File: src/rtl/fdc_glue_pkg.sv
package fdc_glue_pkg;

   typedef enum logic [2:0] {
      SEL_NONE   = 3'd0,
      SEL_FDC    = 3'd1,
      SEL_HEAD   = 3'd2,
      SEL_DRIVE  = 3'd3,
      SEL_STATUS = 3'd4
   } region_e;

endpackage

File: src/rtl/fdc_glue_decode.sv
module fdc_glue_decode
   import fdc_glue_pkg::*;
#(
   parameter int unsigned ADDR_W   = 16,
   parameter int unsigned FDC_BASE = 'h7FF8
) (
   input  logic [ADDR_W-1:0] addr,
   output region_e           region
);
   localparam logic [ADDR_W-1:0] BASE_A = ADDR_W'(FDC_BASE);
   localparam logic [ADDR_W-1:0] HEAD_A = ADDR_W'(FDC_BASE + 4);
   localparam logic [ADDR_W-1:0] DRV_A  = ADDR_W'(FDC_BASE + 5);
   localparam logic [ADDR_W-1:0] STAT_A = ADDR_W'(FDC_BASE + 7);

   if (FDC_BASE % 4 != 0) begin : g_bad_align
      $error("FDC_BASE must be aligned to four bytes");
   end
   if (ADDR_W < 3) begin : g_bad_width
      $error("ADDR_W too small for the register map");
   end

   always_comb begin
      if (addr[ADDR_W-1:2] == BASE_A[ADDR_W-1:2]) region = SEL_FDC;
      else if (addr == HEAD_A)                    region = SEL_HEAD;
      else if (addr == DRV_A)                     region = SEL_DRIVE;
      else if (addr == STAT_A)                    region = SEL_STATUS;
      else                                        region = SEL_NONE;
   end

endmodule

File: src/rtl/fdc_glue_latch.sv
module fdc_glue_latch #(
   parameter int unsigned DATA_W     = 8,
   parameter int unsigned NUM_DRIVES = 2,
   parameter int unsigned MOTOR_BIT  = 7
) (
   input  logic                  clk,
   input  logic                  rst_n,
   input  logic                  wr_head,
   input  logic                  wr_drive,
   input  logic [DATA_W-1:0]     wdata,
   output logic                  side_sel,
   output logic [NUM_DRIVES-1:0] drive_sel,
   output logic                  motor_on
);
   localparam int unsigned SEL_W = $clog2(NUM_DRIVES);

   if (NUM_DRIVES < 2 || (1 << SEL_W) != NUM_DRIVES) begin : g_bad_drives
      $error("NUM_DRIVES must be a power of two, at least 2");
   end
   if (MOTOR_BIT >= DATA_W || SEL_W > MOTOR_BIT) begin : g_bad_motor
      $error("MOTOR_BIT must lie above the drive index inside DATA_W");
   end

   always_ff @(posedge clk) begin
      if (!rst_n) begin
         side_sel  <= 1'b0;
         drive_sel <= NUM_DRIVES'(1);
         motor_on  <= 1'b0;
      end else begin
         if (wr_head) side_sel <= wdata[0];
         if (wr_drive) begin
            drive_sel <= NUM_DRIVES'(1) << wdata[SEL_W-1:0];
            motor_on  <= wdata[MOTOR_BIT];
         end
      end
   end


   a_r3_side_load: assert property (@(posedge clk) disable iff (!rst_n)
      wr_head |=> side_sel == $past(wdata[0]));

   a_r8_side_hold: assert property (@(posedge clk) disable iff (!rst_n)
      !wr_head |=> $stable(side_sel));

   a_r4_drive_onehot: assert property (@(posedge clk) disable iff (!rst_n)
      $countones(drive_sel) == 1);

   a_r5_motor_load: assert property (@(posedge clk) disable iff (!rst_n)
      wr_drive |=> motor_on == $past(wdata[MOTOR_BIT]));

   a_r8_drive_hold: assert property (@(posedge clk) disable iff (!rst_n)
      !wr_drive |=> $stable(drive_sel) && $stable(motor_on));

endmodule

File: src/rtl/fdc_glue_rom.sv
module fdc_glue_rom #(
   parameter int unsigned ROM_AW = 14,
   parameter int unsigned DATA_W = 8
) (
   input  logic [ROM_AW-1:0] addr,
   output logic [DATA_W-1:0] data
);
   if (ROM_AW <= DATA_W) begin : g_bad_rom
      $error("ROM_AW must exceed DATA_W for the pattern model");
   end

   logic [ROM_AW-1:0] upper;

   always_comb begin
      upper = addr >> DATA_W;
      data  = addr[DATA_W-1:0] ^ DATA_W'(upper);
   end

endmodule

File: src/rtl/fdc_glue_top.sv
module fdc_glue_top
   import fdc_glue_pkg::*;
#(
   parameter int unsigned ADDR_W     = 16,
   parameter int unsigned DATA_W     = 8,
   parameter int unsigned ROM_AW     = 14,
   parameter int unsigned NUM_DRIVES = 2,
   parameter int unsigned FDC_BASE   = 'h7FF8,
   parameter bit          REG_RDATA  = 1'b1
) (
   input  logic                  clk,
   input  logic                  rst_n,
   input  logic [ADDR_W-1:0]     bus_addr,
   input  logic [DATA_W-1:0]     bus_wdata,
   input  logic                  bus_rd,
   input  logic                  bus_wr,
   output logic [DATA_W-1:0]     bus_rdata,
   output logic                  fdc_cs,
   output logic                  fdc_we,
   output logic [1:0]            fdc_reg,
   output logic [DATA_W-1:0]     fdc_wdata,
   input  logic [DATA_W-1:0]     fdc_rdata,
   input  logic                  fdc_drq,
   input  logic                  fdc_irq,
   output logic                  side_sel,
   output logic [NUM_DRIVES-1:0] drive_sel,
   output logic                  motor_on
);
   localparam logic [ADDR_W-1:0] STAT_A = ADDR_W'(FDC_BASE + 7);

   if (ROM_AW > ADDR_W) begin : g_bad_rom_aw
      $error("ROM_AW cannot exceed ADDR_W");
   end
   if (DATA_W < 8) begin : g_bad_data_w
      $error("DATA_W must hold the status bits");
   end

   region_e             region;
   logic                wr_head;
   logic                wr_drive;
   logic [DATA_W-1:0]   rom_byte;
   logic [DATA_W-1:0]   rd_mux;

   fdc_glue_decode #(.ADDR_W(ADDR_W), .FDC_BASE(FDC_BASE)) u_decode (
      .addr   (bus_addr),
      .region (region)
   );

   fdc_glue_rom #(.ROM_AW(ROM_AW), .DATA_W(DATA_W)) u_rom (
      .addr (bus_addr[ROM_AW-1:0]),
      .data (rom_byte)
   );

   fdc_glue_latch #(.DATA_W(DATA_W), .NUM_DRIVES(NUM_DRIVES)) u_latch (
      .clk       (clk),
      .rst_n     (rst_n),
      .wr_head   (wr_head),
      .wr_drive  (wr_drive),
      .wdata     (bus_wdata),
      .side_sel  (side_sel),
      .drive_sel (drive_sel),
      .motor_on  (motor_on)
   );

   assign fdc_cs    = (bus_rd || bus_wr) && (region == SEL_FDC);
   assign fdc_we    = bus_wr && (region == SEL_FDC);
   assign fdc_reg   = bus_addr[1:0];
   assign fdc_wdata = bus_wdata;
   assign wr_head   = bus_wr && (region == SEL_HEAD);
   assign wr_drive  = bus_wr && (region == SEL_DRIVE);

   always_comb begin
      case (region)
         SEL_FDC:    rd_mux = fdc_rdata;
         SEL_STATUS: rd_mux = {~fdc_drq, ~fdc_irq, (DATA_W-2)'(0)};
         default:    rd_mux = rom_byte;
      endcase
   end

   if (REG_RDATA) begin : g_reg_rdata
      always_ff @(posedge clk) begin
         if (!rst_n)      bus_rdata <= '0;
         else if (bus_rd) bus_rdata <= rd_mux;
      end


      a_r6_status_byte: assert property (@(posedge clk) disable iff (!rst_n)
         (bus_rd && bus_addr == STAT_A) |=>
            bus_rdata[DATA_W-3:0] == '0 &&
            bus_rdata[DATA_W-1] == !$past(fdc_drq) &&
            bus_rdata[DATA_W-2] == !$past(fdc_irq));

      a_r2_fdc_read: assert property (@(posedge clk) disable iff (!rst_n)
         (bus_rd && fdc_cs) |=> bus_rdata == $past(fdc_rdata));

      a_r10_rdata_hold: assert property (@(posedge clk) disable iff (!rst_n)
         !bus_rd |=> $stable(bus_rdata));
   end else begin : g_comb_rdata
      assign bus_rdata = bus_rd ? rd_mux : '0;
   end

   // the bus never strobes read and write together
   a_r1_no_overlap: assert property (@(posedge clk) disable iff (!rst_n)
      !(bus_rd && bus_wr));

   a_r1_cs_fields: assert property (@(posedge clk) disable iff (!rst_n)
      fdc_cs |-> (fdc_reg == bus_addr[1:0]) && (fdc_we == bus_wr) && (bus_rd || bus_wr));

   a_r8_no_cs_outside: assert property (@(posedge clk) disable iff (!rst_n)
      (bus_wr && region != SEL_FDC) |-> !fdc_cs && !fdc_we);

endmodule

File: config.mk
export PLATFORM = sky130hd
export DESIGN_NAME = fdc_glue_top
export DESIGN_NICKNAME = d
export VERILOG_FILES = /design/src/rtl/fdc_glue_pkg.sv /design/src/rtl/fdc_glue_decode.sv /design/src/rtl/fdc_glue_latch.sv /design/src/rtl/fdc_glue_rom.sv /design/src/rtl/fdc_glue_top.sv
export SDC_FILE = /design/constraint.sdc
export NUM_CORES = 1
export LEC_CHECK = 0
export BUFFER_PORTS_ARGS = -buffer_cell sky130_fd_sc_hd__buf_2
export CAP_MARGIN = 10
export CORE_ASPECT_RATIO = 0.75
export CORE_UTILIZATION = 30
export CTS_CLUSTER_SIZE = 16
export DETAILED_ROUTE_END_ITERATION = 6
export SLEW_MARGIN = 20
export SYNTH_ARGS = -nofsm -noshare
export SYNTH_HDL_FRONTEND = slang
export SYNTH_HIERARCHICAL = 1
export SYNTH_SLANG_ARGS = --single-unit
export TNS_END_PERCENT = 30
File: constraint.sdc
create_clock -name clk -period 3.1 [get_ports clk]
set_input_delay 0.465 -clock clk [delete_from_list [all_inputs] [get_ports clk]]
set_output_delay 0.465 -clock clk [all_outputs]
set_load 0.005 [all_outputs]
Word level (Yosys, flattened, before mapping)
Index checks and enable logic that the tools add are counted.

Mux-type cells: 5. Reduce and logical (&&, ||, !) cells: 5. Order comparisons: 0. Divide/modulo/power cells: 0. Equal/unequal tests: 8. Shift operators: 1. Bitwise logic cells: 3. Multipliers: 0. $add $sub $neg: 0.

Operators with widths (count): 16-bit by 15-bit equality test with 1-bit output (second input constant) (3); 8-bit case mux with 2 select lines (1); 14-bit by 13-bit equality test with 1-bit output (second input constant) (1); 3-bit two-way mux (4); 8-bit by 6-bit XOR with 8-bit output (1); 3-bit by 2-bit equality test with 1-bit output (second input constant) (2); 1-bit logical AND (4); 3-bit by 1-bit equality test with 1-bit output (second input constant) (1); 3-bit equality test (second input constant) (1); 1-bit NOT (2); 1-bit by 1-bit left shift with 2-bit output (first input constant) (1); 1-bit logical OR (1).

ROM bits: 0. Output and inout port bits: 24. Bits of input ports: 38. Register bits after elaboration: 12. Latch bits: 0. Memory bits (writable): 0. Memories: 0.

Logic depth before layout (Yosys ltp)
Gate-level depths: netlist (run 1).

Word-level depth: 7. Depth in mapped cells: 8. Depth with buffers taken out: 7.

Hierarchy
The synthesis (run 1) kept the hierarchy.

Modules (own cells, without submodules): fdc_glue_top (cells each 65, instances 1, area each 543.0 µm², seq. area each 160.2 µm²); fdc_glue_latch (cells each 13, instances 1, area each 141.4 µm², seq. area each 80.1 µm²); fdc_glue_rom (cells each 8, instances 1, area each 67.6 µm², seq. area each 0.0 µm²); fdc_glue_decode (cells each 11, instances 1, area each 66.3 µm², seq. area each 0.0 µm²).

Least setup slack after synthesis (run 1)
No wires, ideal clock.

Path type: input-to-output. From: input bus_addr[15]. To: output fdc_cs. Path buffers: 0. Cell stages on the path: 5. Slack: 0.725 ns. Arrival: 1.910 ns. Required time: 2.635 ns. Cells stage by stage: nand3b_1 -> or4_1 -> a21oi_1 -> or2b_1 -> nor3_1.

Elaborated cells between the ends (all ways): 10. Classes of those cells: 5 x eq/ne; 4 x mux; 1 x reduce/logical.

RTL lines: start, declared (line fdc_glue_top.sv:13) `input logic [ADDR_W-1:0] bus_addr,`; 16-bit by 15-bit equality test with 1-bit output (line fdc_glue_decode.sv:25) `else if (addr == DRV_A) region = SEL_DRIVE;`; 3-bit two-way mux (line fdc_glue_decode.sv:25); 3-bit two-way mux (line fdc_glue_decode.sv:24) `else if (addr == HEAD_A) region = SEL_HEAD;`; 3-bit two-way mux * (line fdc_glue_decode.sv:23) `if (addr[ADDR_W-1:2] == BASE_A[ADDR_W-1:2]) region = SEL_FDC;`; named net region[0] (line fdc_glue_top.sv:38) `region_e region;`; 3-bit by 1-bit equality test with 1-bit output * (line fdc_glue_top.sv:65) `assign fdc_cs = (bus_rd || bus_wr) && (region == SEL_FDC);`; 1-bit logical AND * (line fdc_glue_top.sv:65); end, declared (line fdc_glue_top.sv:18) `output logic fdc_cs,`.

The timed path passes the listed nets; every way through them passes the cells marked *.

Worst setup path after layout (run 1)
From: input bus_addr[10]. To: output fdc_cs.

Same word-level chain as after synthesis.

==> flow_summary.ini, run 1 <==
[outcome]
status = completed

[timing]
setup_viol = 0
hold_viol_final = 0
worst_pin_slew_ns = 0.351
max_clock_freq_ghz = 0.400
clock_skew_ns = 0
period_share_pct = 80.6
drv_slew = 0
min_period_ns = 2.50
setup-tns-final_ns = 0
layout_setup_ws_ns = 0.602
max-slew-margin-rel_pct = 76.5
rsz0062_at_grt = no

[floorplanning]
dieArea_um2 = 2940
io_pins = 62
die_w_um = 62.3
core_area_um2 = 2440
die_h_um = 47.2
rows = 15
initial_core_util_pct = 33.5

[finish]
fin_util_pct = 43.3
diodes = 0
fin_area_um2 = 1060
syn_to_final_growth_pct = 29.2
multi_input_area_um2 = 474
drive_above_1_share_pct = 41.3
seq_area_um2 = 240
num-nets-final = 177
fillers = 272

[hold_path]
whs_path_depth = 3
min_to = u_latch/motor_on$_SDFFE_PN0P_
min-delay-start = bus_wdata[7]
holdCritPathClass = primary input to register

[yosys]
ys_types = 29
syn_avg_cell_area_um2 = 8.44
ys_warn_count = 6
synth_edf_count = 0
synth-async-reset-ratio_pct = 0
syn_inst = 97
syn-cell-area_um2 = 818
ys_top_cells_by_area = dfxtp_1, buf_4, nor2b_1, xor2_1, a21boi_1
synth_nets = 135
synthFlopType = dfxtp_1
yosysSeqAreaShare_pct = 29.4
synth_top_area_share_pct = 29.4
yosys.area.top_type = dfxtp_1
synthTopCellsByCount = buf_4, dfxtp_1, nor2b_1
synth_seq_cells = 12

[worst_setup_path]
cp.required_ns = 2.63
critPathKind = primary input to output port
crit_fanout = 7
crit_family = simple AND/OR/NAND/NOR gates
cp.arrival_ns = 2.03
r2r_slack_ns = 2.33
cpMaxStageDelayCell = or4_1
endpoint_kind = output port
critPathBufInv = 3
timing.rr.end = bus_rdata[5]$_SDFFE_PN0P_
cp_cell_sequence = buf_2 -> nand4_1 -> or4_1 -> a21oi_1 -> buf_4 -> or2b_1 -> nor3_1 -> buf_2
start_kind = primary input
ff2ff_path_depth = 3
r2r_start = bus_rdata[5]$_SDFFE_PN0P_
cp_common_cell = buf_2
cp_slowest_stage_delay_ns = 0.53

[clock_network]
cts.path.max_buffers = 2
cts.sinks = 12
cts_made_buffers = 3
ctsResizeCount = 0
hold_buffers = 0
clk_latency_ns = 0.26
h-tree-depth = 1
cts_tree = built
cts_root_buf = clkbuf_4
cts_setup_buffers = 0
cts.clk_slew.worst_paths_ns = 0.07

[pwr]
p_per_area_nw_per_um2 = 328
power_uw = 346
ir_drop_uv = 232
p_leak_uw = 0.000475

[global_route]
grt_pass1_wl_mm = 3.08
grt_overflow = 0
grt_pass1_vias = 751
grt_max_degree = 19
grt_usage_pct = 13.8
antenna_found_initial = 0

[placement]
io_buffer_count = 49
place_area_um2 = 1020
dp_slack_ns = 0.613
gp_congestion = 0.759
dpl.hpwl_mm = 1.54

[drt]
vias = 807
wl_mm = 1.93
drt_iter0_drc = 10
via_per_inst = 4.69
drc = 0
ant_nets = 0
first_pass_iters = 4
wl_per_cell_um = 11.2

[job]
drv_cap = 0
-- worst reg2reg max path, stage by stage, from the launching register on --
cell	delay, ns
dfxtp_1	0.31
nor2b_1	0.12
a21oi_1	0.15
a21boi_1	0.09
-- cell type report --
type,instances,area share (%)
clock buffers,4,3.43
inverters,1,0.355
multi-input cells,70,44.9
flip-flops and latches,12,22.7
well taps,34,4.02
repair buffers,51,24.6
-- flip-flops by register name, indices dropped and copies added, names as in the netlist --
name / count
bus_rdata: 8
u_latch/drive_sel: 2
u_latch/motor_on: 1
u_latch/side_sel: 1
-- cell usage in the layout (no fill, tap or decap), drive strengths merged, types with 4 or more instances in the layout --
master	netlist	routed
clkbuf	0	4
buf	14	51
a21boi	6	6
o211ai	6	6
nor2b	11	11
o21ai	5	5
xor2	6	6
a31oi	4	4
a21oi	7	7
dfxtp	12	12
-- per-stage QoR --
step	instances	hold WS (ns)
2_1_floorplan	97	0.494
3_5_place_dp	168	0.495
3_3_place_gp	168	0.484
4_1_cts	172	0.455
6_report	172	0.466
5_1_grt	172	0.482
-- per-layer routing --
layer | share of wire, % | global-route usage, % | routed length (µm) | vias up
li1 | - | - | - | 423
met1 | 46 | 15.1 | 890 | 352
met2 | 45 | 25.9 | 864 | 30
met3 | 8.7 | 6.07 | 168 | 2
met4 | 0.21 | 3.26 | 4 | 0
met5 | 0 | 0 | 0 | -
-- where the power goes --
group	switching (µW)	internal, µW
Combinational	29.1	34.1
Sequential	2.70	161
Clock	48.1	71.3
-- worst max path at each step --
stage,startpoint,endpoint,depth (start not counted)
global route,bus_addr[11],fdc_cs,8
detailed placement,bus_addr[10],fdc_cs,8
floorplan,bus_addr[15],fdc_cs,5
finish,bus_addr[10],fdc_cs,8
CTS,bus_addr[10],fdc_cs,8
global placement,bus_addr[5],fdc_cs,8
-- cell families (layout without fill, tap and decap cells) --
group                  count (synthesis)  in the layout  share of synthesized area (%)
AO/OA/AOI/OAI                         29             29                           22.3
XOR/XNOR                               7              7                           8.41
buffers and inverters                 15             56                           12.7
flip-flops                            12             12                           29.4
multiplexers                           2              2                           2.45
AND/OR/NAND/NOR                       32             32                           24.8
Power figures use the tool's default switching activity.
==> run 2, diff against run 1 <==
PLACE_DENSITY = 0.65   (was unset)
clock period = 2.24 ns   (was 3.1 ns; I/O delays follow)
==> flow_summary.ini, run 2 (synthesis gave the netlist of run 1 again) <==
[placement]
dpl.hpwl_mm = 1.64
dp_cells = 170
gp_congestion = 0.778
place_area_um2 = 1040
io_buffer_count = 49

[drt]
drc = 0
wl_per_cell_um = 11.7
ant_nets = 0
first_pass_iters = 3
wl_mm = 2.04
via_per_inst = 4.67
vias = 813
drt_iter0_drc = 20

[clock_network]
cts_root_buf = clkbuf_4
cts_made_buffers = 3
cts.clk_slew.worst_paths_ns = 0.07
cts.path.max_buffers = 2
cts_tree = built
clk_latency_ns = 0.26
cts.sinks = 12
h-tree-depth = 1
cts_setup_buffers = 0

[worst_setup_path]
cp.arrival_ns = 1.85
critPathKind = primary input to output port
cp.required_ns = 1.90
r2r_slack_ns = 1.50
crit_fanout = 4
start_kind = primary input
endpoint_kind = output port

[global_route]
grt_overflow = 0
grt_max_degree = 19
antenna_found_initial = 0
grt_pass1_vias = 776
grt_pass1_wl_mm = 3.31
grt_usage_pct = 14.7

[timing]
max-slew-margin-rel_pct = 76.1
setup-tns-final_ns = 0
rsz0062_at_grt = yes
drv_slew = 0
hold_viol_final = 0
period_share_pct = 97.4
max_clock_freq_ghz = 0.458
clock_skew_ns = 0
worst_pin_slew_ns = 0.356
min_period_ns = 2.18
setup_viol = 0

[floorplanning]
initial_core_util_pct = 33.5
io_pins = 62
die_h_um = 47.2
dieArea_um2 = 2940
die_w_um = 62.3
rows = 15
core_area_um2 = 2440

[finish]
syn_to_final_growth_pct = 33.2
largest_register = bus_rdata
fillers = 257
num-nets-final = 179
final_common_cell = buf_2
fin_area_um2 = 1090
drive_above_1_share_pct = 44.3
largest_reg_flops = 8
reg.largest.list = bus_rdata (8), u_latch/drive_sel (2)
stdcell_count = 174
most-common-layout-cells = buf_2, dfxtp_1, nor2b_1
diodes = 0

[pwr]
seqPwrFrac_pct = 46.7
power_switching_uw = 117
power_frac_comb_pct = 18.6
p_leak_uw = 0.000489
ir_drop_uv = 313
power_frac_clock_pct = 34.8
p_int_uw = 369
netSwitchingFraction_pct = 24.1
p_per_area_nw_per_um2 = 446
power_uw = 486

[outcome]
status = completed

[hold_path]
holdCritPathClass = primary input to register

[job]
drv_cap = 0
==> run 2: cell types whose count changed in the layout (fill, tap and decap cells not counted) <==
cell,before,now
buf_4,2,4
a21oi_1,7,6
a21oi_4,0,1
nor2b_1,11,10
nor2b_2,0,1
or4_1,1,0
or4_4,0,1
==> run 2: final timing paths <==
kind                                      start                            end  depth (start not counted)
setup reg to reg      bus_rdata[2]$_SDFFE_PN0P_      bus_rdata[2]$_SDFFE_PN0P_                          3
hold reg to reg   u_latch/side_sel$_SDFFE_PN0P_  u_latch/side_sel$_SDFFE_PN0P_                          2
hold / removal                     fdc_rdata[4]      bus_rdata[4]$_SDFFE_PN0P_                          3
setup / recovery                    bus_addr[5]                         fdc_cs                          7
==> run 2: cell type report <==
type	instances	area (µm²)	share of cell area, %
inverter	1	3.75	0.344
multi-input combinational	70	492	45.1
timing repair buffer	53	275	25.3
tap	34	42.5	3.90
sequential	12	240	22.0
clock buffer	4	36.3	3.33
==> run 2: per-layer routing <==
layer  track usage [%]  part of all wire, %  wire length, µm
met1              17.9                   52             1060
met2              25.1                   40              814
met3              6.55                  7.9              162
met4              2.33                    0                0
met5                 0                    0                0
==> run 2: metrics by stage <==
step / hold slack [ns] / util, % / worst slack [ns]
finish: 0.346 / 44.7 / 0.0588
global route: 0.335 / 44.7 / -0.0342
CTS: 0.331 / 44.1 / 0.0560
detailed placement: 0.506 / 42.5 / -0.0315
global placement: 0.479 / 42.5 / -0.0186
floorplan: 0.416 / - / 0.0589
==> run 2: critical path: stages <==
cell and delay (ns):
buf_2 0.09, nand4_1 0.15, or4_4 0.56, a21oi_4 0.16, or2b_1 0.27, nor3_1 0.14
buf_2 0.14
==> run 2: repair_timing <==
action	4_1_cts	5_1_grt
gates resized for setup	1	3
hold buffers	0	0
endpoints found under the setup margin	1	2
==> run 2: power groups by stage <==
stage	logic (µW)	clock network, µW	registers, µW
after global routing	99.7	189	228
after floorplan	47.9	0	233
after CTS	90.2	175	227
after global placement	87.4	0	232
final	90.2	169	227
after detailed placement	89.3	0	232
